$ cat src/rtl/pdn_pkg.sv
package pdn_pkg;
  localparam int NUM_HEALTH = 4;
  localparam int NUM_CONT   = 6;
  localparam int NUM_BUS    = 4;
  localparam int NUM_SIDE   = 2;
  localparam int SIDE_W     = NUM_CONT / NUM_SIDE;

  // per side triple: [0] left source, [1] right source, [2] tie
  localparam logic [SIDE_W-1:0] TRI_BOTH   = 3'b011;
  localparam logic [SIDE_W-1:0] TRI_LEFT   = 3'b101;
  localparam logic [SIDE_W-1:0] TRI_RIGHT  = 3'b110;

  typedef enum logic [1:0] {
    SEQ_READ   = 2'd0,
    SEQ_EVAL   = 2'd1,
    SEQ_WSTART = 2'd2,
    SEQ_WWAIT  = 2'd3
  } seq_t;
endpackage

$ cat src/rtl/pdn_health_sampler.sv
module pdn_health_sampler
  import pdn_pkg::*;
#(
  parameter int N = NUM_HEALTH
) (
  input  logic                 clk,
  input  logic                 rst,
  input  logic                 rd_en,
  input  logic [$clog2(N)-1:0] rd_idx,
  input  logic [N-1:0]         health_in,
  output logic [N-1:0]         health_q
);
  always_ff @(posedge clk) begin
    if (rst) begin
      health_q <= '1;
    end else if (rd_en) begin
      health_q[rd_idx] <= health_in[rd_idx];
    end
  end
endmodule

$ cat src/rtl/pdn_side_fsm.sv
module pdn_side_fsm
  import pdn_pkg::*;
(
  input  logic              clk,
  input  logic              rst,
  input  logic              eval,
  input  logic              ok_l,
  input  logic              ok_r,
  input  logic              peer_halt,
  output logic              fault,
  output logic              stalled,
  output logic [SIDE_W-1:0] tgt
);
  assign fault = !ok_l && !ok_r;

  always_ff @(posedge clk) begin
    if (rst) begin
      stalled <= 1'b0;
      tgt     <= TRI_BOTH;
    end else if (eval && !stalled) begin
      if (fault || peer_halt) begin
        stalled <= 1'b1;
      end else if (ok_l && ok_r) begin
        tgt <= TRI_BOTH;
      end else if (ok_l) begin
        tgt <= TRI_LEFT;
      end else begin
        tgt <= TRI_RIGHT;
      end
    end
  end

  // stall is terminal until reset
  assert_stall_sticky_R7: assert property (@(posedge clk) disable iff (rst)
    $past(stalled) |-> stalled);
endmodule

$ cat src/rtl/pdn_bbm_writer.sv
module pdn_bbm_writer
  import pdn_pkg::*;
#(
  parameter int                RELAY_DLY = 20000,
  parameter logic [NUM_CONT-1:0] RST_CMD = {TRI_BOTH, TRI_BOTH}
) (
  input  logic                clk,
  input  logic                rst,
  input  logic                start,
  input  logic [NUM_CONT-1:0] tgt,
  output logic [NUM_CONT-1:0] cmd,
  output logic                busy
);
  localparam int CW = (RELAY_DLY > 1) ? $clog2(RELAY_DLY) : 1;

  logic [CW-1:0]       cnt;
  logic [NUM_CONT-1:0] pend;
  logic [NUM_CONT-1:0] to_close;

  assign to_close = tgt & ~cmd;

  always_ff @(posedge clk) begin
    if (rst) begin
      cmd  <= RST_CMD;
      busy <= 1'b0;
      cnt  <= '0;
      pend <= RST_CMD;
    end else if (busy) begin
      if (cnt == '0) begin
        cmd  <= pend;
        busy <= 1'b0;
      end else begin
        cnt <= cnt - 1'b1;
      end
    end else if (start && (tgt != cmd)) begin
      cmd <= cmd & tgt;
      if (to_close != '0) begin
        busy <= 1'b1;
        cnt  <= CW'(RELAY_DLY - 1);
        pend <= tgt;
      end
    end
  end

  assert_no_parallel_R2: assert property (@(posedge clk) disable iff (rst)
    (cmd[2:0] != 3'b111) && (cmd[5:3] != 3'b111));

  assert_break_first_R5: assert property (@(posedge clk) disable iff (rst)
    ((cmd & ~$past(cmd)) != '0) |-> (($past(cmd) & ~cmd) == '0));
endmodule

$ cat src/rtl/pdn_bus_monitor.sv
module pdn_bus_monitor
  import pdn_pkg::*;
(
  input  logic                  clk,
  input  logic                  rst,
  input  logic [NUM_HEALTH-1:0] health,
  input  logic [NUM_CONT-1:0]   cmd,
  output logic [NUM_BUS-1:0]    bus_pwr
);
  logic [NUM_BUS-1:0] path;

  for (genvar s = 0; s < NUM_SIDE; s++) begin : g_side
    logic hl, hr;
    logic [SIDE_W-1:0] c;
    assign hl = health[2*s];
    assign hr = health[2*s+1];
    assign c  = cmd[SIDE_W*s +: SIDE_W];
    assign path[2*s]   = (c[0] && hl) || (c[2] && c[1] && hr);
    assign path[2*s+1] = (c[1] && hr) || (c[2] && c[0] && hl);
  end

  always_ff @(posedge clk) begin
    if (rst) bus_pwr <= '1;
    else     bus_pwr <= path;
  end
endmodule

$ cat src/rtl/pdn_reconfig_ctrl.sv
module pdn_reconfig_ctrl
  import pdn_pkg::*;
#(
  parameter bit SPLIT_MODE = 1'b1,
  parameter int RELAY_DLY  = 20000
) (
  input  logic                clk,
  input  logic                rst,
  input  logic                gen_l_ok,
  input  logic                gen_r_ok,
  input  logic                ru_l_ok,
  input  logic                ru_r_ok,
  output logic [NUM_CONT-1:0] cont_cmd,
  output logic [NUM_BUS-1:0]  bus_pwr,
  output logic [NUM_SIDE-1:0] stall
);
  localparam int IW = $clog2(NUM_HEALTH);

  seq_t                  seq_q;
  logic [IW-1:0]         idx_q;
  logic [NUM_HEALTH-1:0] health_in, health_q;
  logic [NUM_SIDE-1:0]   fault_w, stalled_w;
  logic [NUM_CONT-1:0]   tgt_w;
  logic                  busy_w;

  assign health_in = {ru_r_ok, ru_l_ok, gen_r_ok, gen_l_ok};

  always_ff @(posedge clk) begin
    if (rst) begin
      seq_q <= SEQ_READ;
      idx_q <= '0;
    end else begin
      case (seq_q)
        SEQ_READ: begin
          if (idx_q == IW'(NUM_HEALTH - 1)) begin
            idx_q <= '0;
            seq_q <= SEQ_EVAL;
          end else begin
            idx_q <= idx_q + 1'b1;
          end
        end
        SEQ_EVAL:   seq_q <= SEQ_WSTART;
        SEQ_WSTART: seq_q <= SEQ_WWAIT;
        default:    if (!busy_w) seq_q <= SEQ_READ;
      endcase
    end
  end

  pdn_health_sampler #(.N(NUM_HEALTH)) u_samp (
    .clk(clk), .rst(rst),
    .rd_en(seq_q == SEQ_READ), .rd_idx(idx_q),
    .health_in(health_in), .health_q(health_q)
  );

  for (genvar s = 0; s < NUM_SIDE; s++) begin : g_fsm
    logic peer_halt;
    if (SPLIT_MODE) begin : g_split
      assign peer_halt = 1'b0;
    end else begin : g_central
      assign peer_halt = fault_w[1-s] || stalled_w[1-s];
    end
    pdn_side_fsm u_fsm (
      .clk(clk), .rst(rst),
      .eval(seq_q == SEQ_EVAL),
      .ok_l(health_q[2*s]), .ok_r(health_q[2*s+1]),
      .peer_halt(peer_halt),
      .fault(fault_w[s]), .stalled(stalled_w[s]),
      .tgt(tgt_w[SIDE_W*s +: SIDE_W])
    );
  end

  pdn_bbm_writer #(.RELAY_DLY(RELAY_DLY)) u_wr (
    .clk(clk), .rst(rst),
    .start(seq_q == SEQ_WSTART),
    .tgt(tgt_w), .cmd(cont_cmd), .busy(busy_w)
  );

  pdn_bus_monitor u_bus (
    .clk(clk), .rst(rst),
    .health(health_q), .cmd(cont_cmd), .bus_pwr(bus_pwr)
  );

  assign stall = stalled_w;

  assert_skip_write_R6: assert property (@(posedge clk) disable iff (rst)
    (seq_q == SEQ_READ || seq_q == SEQ_EVAL) |=> $stable(cont_cmd));

  assert_stall_hold_R7: assert property (@(posedge clk) disable iff (rst)
    (stall[0] && $past(stall[0])) |-> $stable(cont_cmd[2:0]));

  assert_stall_hold_R8: assert property (@(posedge clk) disable iff (rst)
    (stall[1] && $past(stall[1])) |-> $stable(cont_cmd[5:3]));

  assert_central_joint_R9: assert property (@(posedge clk) disable iff (rst)
    !SPLIT_MODE |-> (stall[0] == stall[1]));
endmodule

$ cat config.mk
export PLATFORM = sky130hd
export DESIGN_NAME = pdn_reconfig_ctrl
export DESIGN_NICKNAME = d
export VERILOG_FILES = /design/src/rtl/pdn_pkg.sv /design/src/rtl/pdn_health_sampler.sv /design/src/rtl/pdn_side_fsm.sv /design/src/rtl/pdn_bbm_writer.sv /design/src/rtl/pdn_bus_monitor.sv /design/src/rtl/pdn_reconfig_ctrl.sv
export SDC_FILE = /design/constraint.sdc
export NUM_CORES = 1
export LEC_CHECK = 0
export ABC_CLOCK_PERIOD_IN_PS = 3880
export CAP_MARGIN = 20
export CORE_ASPECT_RATIO = 0.7
export CORE_MARGIN = 4
export CORE_UTILIZATION = 24
export CTS_CLUSTER_SIZE = 28
export DETAILED_ROUTE_END_ITERATION = 12
export PLACE_DENSITY = 0.43
export REMOVE_ABC_BUFFERS = 1
export SLEW_MARGIN = 25
export SYNTH_ARGS = -nofsm -noshare
export SYNTH_HDL_FRONTEND = slang
export SYNTH_HIERARCHICAL = 1
export SYNTH_SLANG_ARGS = --single-unit
$ cat constraint.sdc
create_clock -name clk -period 3.88 [get_ports clk]
set_input_delay 0.776 -clock clk [delete_from_list [all_inputs] [get_ports clk]]
set_output_delay 0.776 -clock clk [all_outputs]
set_load 0.01 [all_outputs]
==> results.toml, run 1 <==
[cells_and_area]
layout_common_cells = "dfxtp_1 (48), a21oi_1 (24), nor2_1 (22), ha_1 (17), clkdlybuf4s50_1 (17)"
area_delta_synth_final_pct = 18.7
drive_gt1_share_pct = 6.62
nNetsFinal = 324
antenna_cells = 0
layout_commonest_cell = "dfxtp_1"

[sta]
period_share_pct = 63.2
holdWs_ns = 0.479
finalSetupTns_ns = 0
drv_slew = 0
max_freq_mhz = 408
worst_pin_slew_ns = 0.792
relSlewSlack_pct = 47.1
min_period_ns = 2.45
fin_skew_ns = 0.00433
setup_violations = 0
rsz0062_at_grt = "no"
timing_hold_violations_final = 0

[run_status]
status = "complete, no violations"

[flow_run]
cap_violations = 0

[routing]
wire_per_inst_um = 14.5
dr.pass1.iters = 4
via_per_inst = 4.84
drc = 0
first_iter_violations = 151
vias = 2081
routed_wl_mm = 6.21
ant_nets = 0

[worst_setup_path]
path_class = "reg2reg"
r2r_end = "u_wr/cnt[6]"
worst_setup_path_start_kind = "flop"
cp_slowest_cell = "o211ai_1"
cp.buffers_inverters = 1
cp-end-kind = "flop"
reg2reg_slack_ns = 1.43
r2r_cells = 6
timing.rr.start = "u_wr/cmd[4]"
worstPathCellList = "inv_1, ha_1, nand4_1, o211ai_1, o21ai_0, a311oi_1"
max_stage_delay_ns = 0.59
worstPathRequired_ns = 4.07
crit_family = "compound AO/OA/AOI/OAI gates"
arrival_ns = 2.64
crit_fanout = 9

[clock_tree]
cts_made_buffers = 5
ctsHoldBuffers = 0
cts_resized = 0
cts_tree = "built"
htreeDepth = 2
path_clk_slew_ns = 0.06
numClockSinks = 48
cts-root-buf = "clkbuf_16"
cts_setup_buffers = 0
clock_latency_ns = 0.29
clockBufferDepth = 2

[power]
p_sw_share_pct = 30.0
power.share.combinational_pct = 22.0
p_leak_uw = 0.00111
clkPwrFrac_pct = 32.9
switchingPower_uw = 403
p_per_area_nw_per_um2 = 453
ir_worst_vdd_uv = 169
seq_power_share_pct = 45.2
power.internal_uw = 942
p_total_uw = 1350

[logic_synthesis]
ys.warnings.count = 6
ys_seq_area_share_pct = 38.4
synth.avg_cell_area_um2 = 8.94
netlist_top_cells_area = "dfxtp_1 (38%), ha_1 (8.5%), a21oi_1 (4.8%)"
synth_top_area_share_pct = 38.4
ys_ff_latch = 48
synth_edf_count = 0
synthArstFlopShare_pct = 0
synth_top_area_cell = "dfxtp_1"
ys_types = 48
netlist_area_um2 = 2500
synthCells = 280
synthFlopType = "dfxtp_1"

[die]
initial_core_util_pct = 25.2
die_h_um = 93.4
die-area_um2 = 12200
io_pins = 18
die_w_um = 130
rows = 30
core_um2 = 9950

[global_routing]
grt_usage_pct = 11.0
grt_max_degree = 40
antenna_found_initial = 0
grt-ovfl-total = 0
grt_pass1_vias = 2030
grt_pass1_wl_mm = 10.6

[hold_path]
worstHoldStart = "u_wr/cnt[1]"
min_to = "u_wr/cnt[1]"
whs_path_depth = 2
hold_class = "reg2reg"

[place]
dpl.hpwl_mm = 4.36
place_congestion = 0.757
numPortBuffers = 17
-- power groups by stage --
stage / clock network (uW) / registers [uW] / logic (uW)
finish: 442 / 608 / 295
global route: 477 / 619 / 339
CTS: 456 / 608 / 298
detailed placement: 0 / 618 / 296
global placement: 0 / 618 / 295
floorplan: 0 / 604 / 209
-- synthesized netlist by cell type, types with 5 or more instances --
cell type	instances
inv_1	15
a21oi_1	24
or4_1	5
ha_1	17
nand3_1	16
nand2_1	16
nor2_1	22
mux2i_1	11
o31ai_1	6
or3_1	10
o211ai_1	5
dfxtp_1	48
a31oi_1	9
o21ai_0	15
-- worst max-delay path by stage --
stage	start	slack, ns	endpoint	cells past startpoint
after floorplan	u_wr/cmd[4]	2.00	u_wr/cnt[6]	6
after global placement	u_wr/cmd[2]	1.67	u_wr/cnt[6]	6
after detailed placement	u_wr/cmd[4]	1.52	u_wr/cnt[6]	6
after CTS	u_wr/cmd[2]	1.48	u_wr/cnt[6]	6
after global routing	u_wr/cmd[4]	1.16	u_wr/cnt[6]	6
final	u_wr/cmd[4]	1.43	u_wr/cnt[6]	6
-- worst reg2reg max path, delay by kind of cell (launching register included) --
kind,cells,cell delay (ns)
buffers and inverters,1,0.10
AOI/OAI and AO/OA,3,1.38
adders and majority gates,1,0.30
DFF,1,0.41
and+or+nand+nor,1,0.15
-- cells by family (layout without fill, tap and decap cells) --
| kind of cell | after synthesis | count (layout) | share of synthesized area (%) |
|---|---|---|---|
| AOI/OAI and AO/OA | 75 | 75 | 19.2 |
| adders and majority gates | 17 | 17 | 8.50 |
| buffers and inverters | 24 | 43 | 3.70 |
| DFF | 48 | 48 | 38.4 |
| muxes | 11 | 11 | 4.40 |
| other | 1 | 4 | 0.150 |
| and+or+nand+nor | 104 | 104 | 25.7 |
-- layer usage --
layer	GRT usage (%)	wire (um)
met5	0	0
met4	3.37	76
met3	2.80	271
met2	13.4	2150
met1	18.0	3720
-- state kept, by name, indices dropped and copies added (netlist names) --
| signal | flops |
|---|---|
| idx_q | 2 |
| u_wr/pend | 6 |
| u_wr/busy | 1 |
| u_wr/cnt | 15 |
| u_bus/bus_pwr | 4 |
| u_samp/health_q | 4 |
| seq_q | 2 |
| g_fsm.u_fsm/stalled | 2 |
| g_fsm.u_fsm/tgt | 6 |
| u_wr/cmd | 6 |
-- area by class of cell --
| type | count | area, um^2 |
|---|---|---|
| clock buffers | 8 | 146 |
| fillers | 1022 | 6980 |
| inverters | 17 | 63.8 |
| multi-input cells | 211 | 1460 |
| flip-flops and latches | 48 | 961 |
| well taps | 128 | 160 |
| repair buffers | 18 | 178 |
-- metrics by stage --
step           instances  setup WS, ns  util, %  cell area [um^2]
3_3_place_gp         422          1.67     28.4              2820
2_1_floorplan        276          2.00        -              2480
3_5_place_dp         422          1.52     28.4              2820
4_1_cts              430          1.48     29.8              2970
6_report             430          1.43     29.8              2970
5_1_grt              430          1.16     29.8              2970
(Power assumes the default switching activity.)
==> inputs of run 2 (changes only) <==
Settings changed: ABC_CLOCK_PERIOD_IN_PS 3880 to 2400.
Clock period 3.88 ns to 2.4 ns, I/O delays scaled along.
==> results.toml, run 2 (same netlist as run 1, synthesis figures left out) <==
[place]
postPlaceCellArea_um2 = 2870
dpl.hpwl_mm = 4.67
place_congestion = 0.773
numPortBuffers = 17

[cells_and_area]
layout_commonest_cell = "dfxtp_1"
antenna_cells = 0
largest_reg_flops = 15
fin_util_pct = 30.3
top_register = "u_wr/cnt"
nNetsFinal = 330
layout_common_cells = "dfxtp_1 (48), a21oi_1 (24), nor2_1 (22), ha_1 (17), clkdlybuf4s50_1 (17)"
design_area_um2 = 3010
area_delta_synth_final_pct = 20.4
drive_gt1_share_pct = 8.44

[die]
io_pins = 18
initial_core_util_pct = 25.2
die-area_um2 = 12200
rows = 30
die_h_um = 93.4
die_w_um = 130
core_um2 = 9950

[worst_setup_path]
r2r_end = "u_wr/cmd[2]"
r2r_cells = 6
crit_fanout = 5
cp_slowest_cell = "or4bb_1"
cp-end-kind = "flop"
crit_family = "simple AND/OR/NAND/NOR gates"
arrival_ns = 2.23
worstPathCellList = "inv_1, ha_1, or4bb_1, nor4_4, or2_1, o221a_1"
worstPathRequired_ns = 2.63
reg2reg_slack_ns = 0.40
timing.rr.start = "u_wr/cnt[0]"
max_stage_delay_ns = 0.56
path_class = "reg2reg"
worst_setup_path_start_kind = "flop"
cp.buffers_inverters = 1

[power]
seq_power_share_pct = 45.0
power.internal_uw = 1530
ir_worst_vdd_uv = 257
switchingPower_uw = 641
p_per_area_nw_per_um2 = 721
p_leak_uw = 0.00114
p_sw_share_pct = 29.5
clkPwrFrac_pct = 32.2
power.share.combinational_pct = 22.8

[routing]
via_per_inst = 4.88
routed_wl_mm = 6.30
dr.pass1.iters = 4
first_iter_violations = 151
vias = 2126
wl_met3_um = 207
wl_met2_mm = 2.17
ant_nets = 0
top_layer = "met4"
wl_met1_mm = 3.88
wire_per_inst_um = 14.4
drc = 0

[sta]
fin_skew_ns = 0.00442
setup_violations = 0
relSlewSlack_pct = 49.7
period_share_pct = 83.5
rsz0062_at_grt = "no"
timing_hold_violations_final = 0
drv_slew = 0
worst_pin_slew_ns = 0.747
min_period_ns = 2.00
finalSetupTns_ns = 0
max_freq_mhz = 499

[clock_tree]
path_clk_slew_ns = 0.06
cts_made_buffers = 5
cts_tree = "built"
clock_latency_ns = 0.28
clockBufferDepth = 2
numClockSinks = 48
cts_resized = 0
cts_setup_buffers = 0
cts-root-buf = "clkbuf_16"
htreeDepth = 2
ctsHoldBuffers = 0

[hold_path]
min_to = "u_wr/cnt[1]"
whs_path_depth = 2
hold_class = "reg2reg"
worstHoldStart = "u_wr/cnt[1]"

[run_status]
status = "complete, no violations"

[global_routing]
grt_pass1_wl_mm = 10.7
antenna_found_initial = 0
grt-ovfl-total = 0
grt_max_degree = 40
grt_pass1_vias = 2028
grt_usage_pct = 11.0

[flow_run]
cap_violations = 0
run 2: changes by cell type in the layout (fill, tap and decap cells not counted), sizes merged:
cell,change
buf,+6
run 2: layout make-up:
cell class | instances | area (um^2)
Sequential cell | 48 | 961
Multi-Input combinational cell | 211 | 1460
Tap cell | 128 | 160
Clock buffer | 8 | 146
Timing Repair Buffer | 24 | 223
Inverter | 17 | 63.8
Fill cell | 1038 | 6930
run 2: power groups by stage:
stage                     registers [uW]  logic, uW  clock network (uW)
after global placement               991        497                   0
after floorplan                      976        337                   0
after global routing                 991        559                 756
after CTS                            975        497                 724
after detailed placement             992        495                   0
final                                976        496                 700
run 2: through the flow:
step	total power [uW]	setup WS, ns	hold WS, ns	std cells
floorplan	1310	0.518	0.443	276
global placement	1490	0.429	0.466	428
detailed placement	1490	0.424	0.470	428
CTS	2200	0.414	0.483	436
global route	2310	0.228	0.512	436
finish	2170	0.395	0.484	436
run 2: metal layers:
| layer | up-vias | global-route usage (%) |
|---|---|---|
| li1 | 1094 | - |
| met1 | 996 | 18.6 |
| met2 | 34 | 13.6 |
| met3 | 2 | 2.11 |
| met4 | 0 | 2.42 |
| met5 | - | 0 |
run 2: worst reg2reg max path, delay by kind of cell, from the launching register on:
family	cells	cell delay, ns
buffers and inverters	1	0.09
adder cells (fa/ha/maj)	1	0.25
AND/OR/NAND/NOR	3	1.11
flip-flops	1	0.31
AO/OA/AOI/OAI	1	0.18
run 2: worst max-delay path by stage:
| stage | startpoint | to | cells after the start |
|---|---|---|---|
| finish | u_wr/cnt[0] | u_wr/cmd[2] | 6 |
| global route | u_wr/cmd[4] | u_wr/cnt[11] | 6 |
| CTS | u_wr/cnt[0] | u_wr/cmd[2] | 6 |
| detailed placement | u_wr/cmd[4] | u_wr/cnt[2] | 6 |
| global placement | u_wr/cnt[0] | u_wr/cmd[2] | 6 |
| floorplan | u_wr/cmd[4] | u_wr/cnt[6] | 6 |
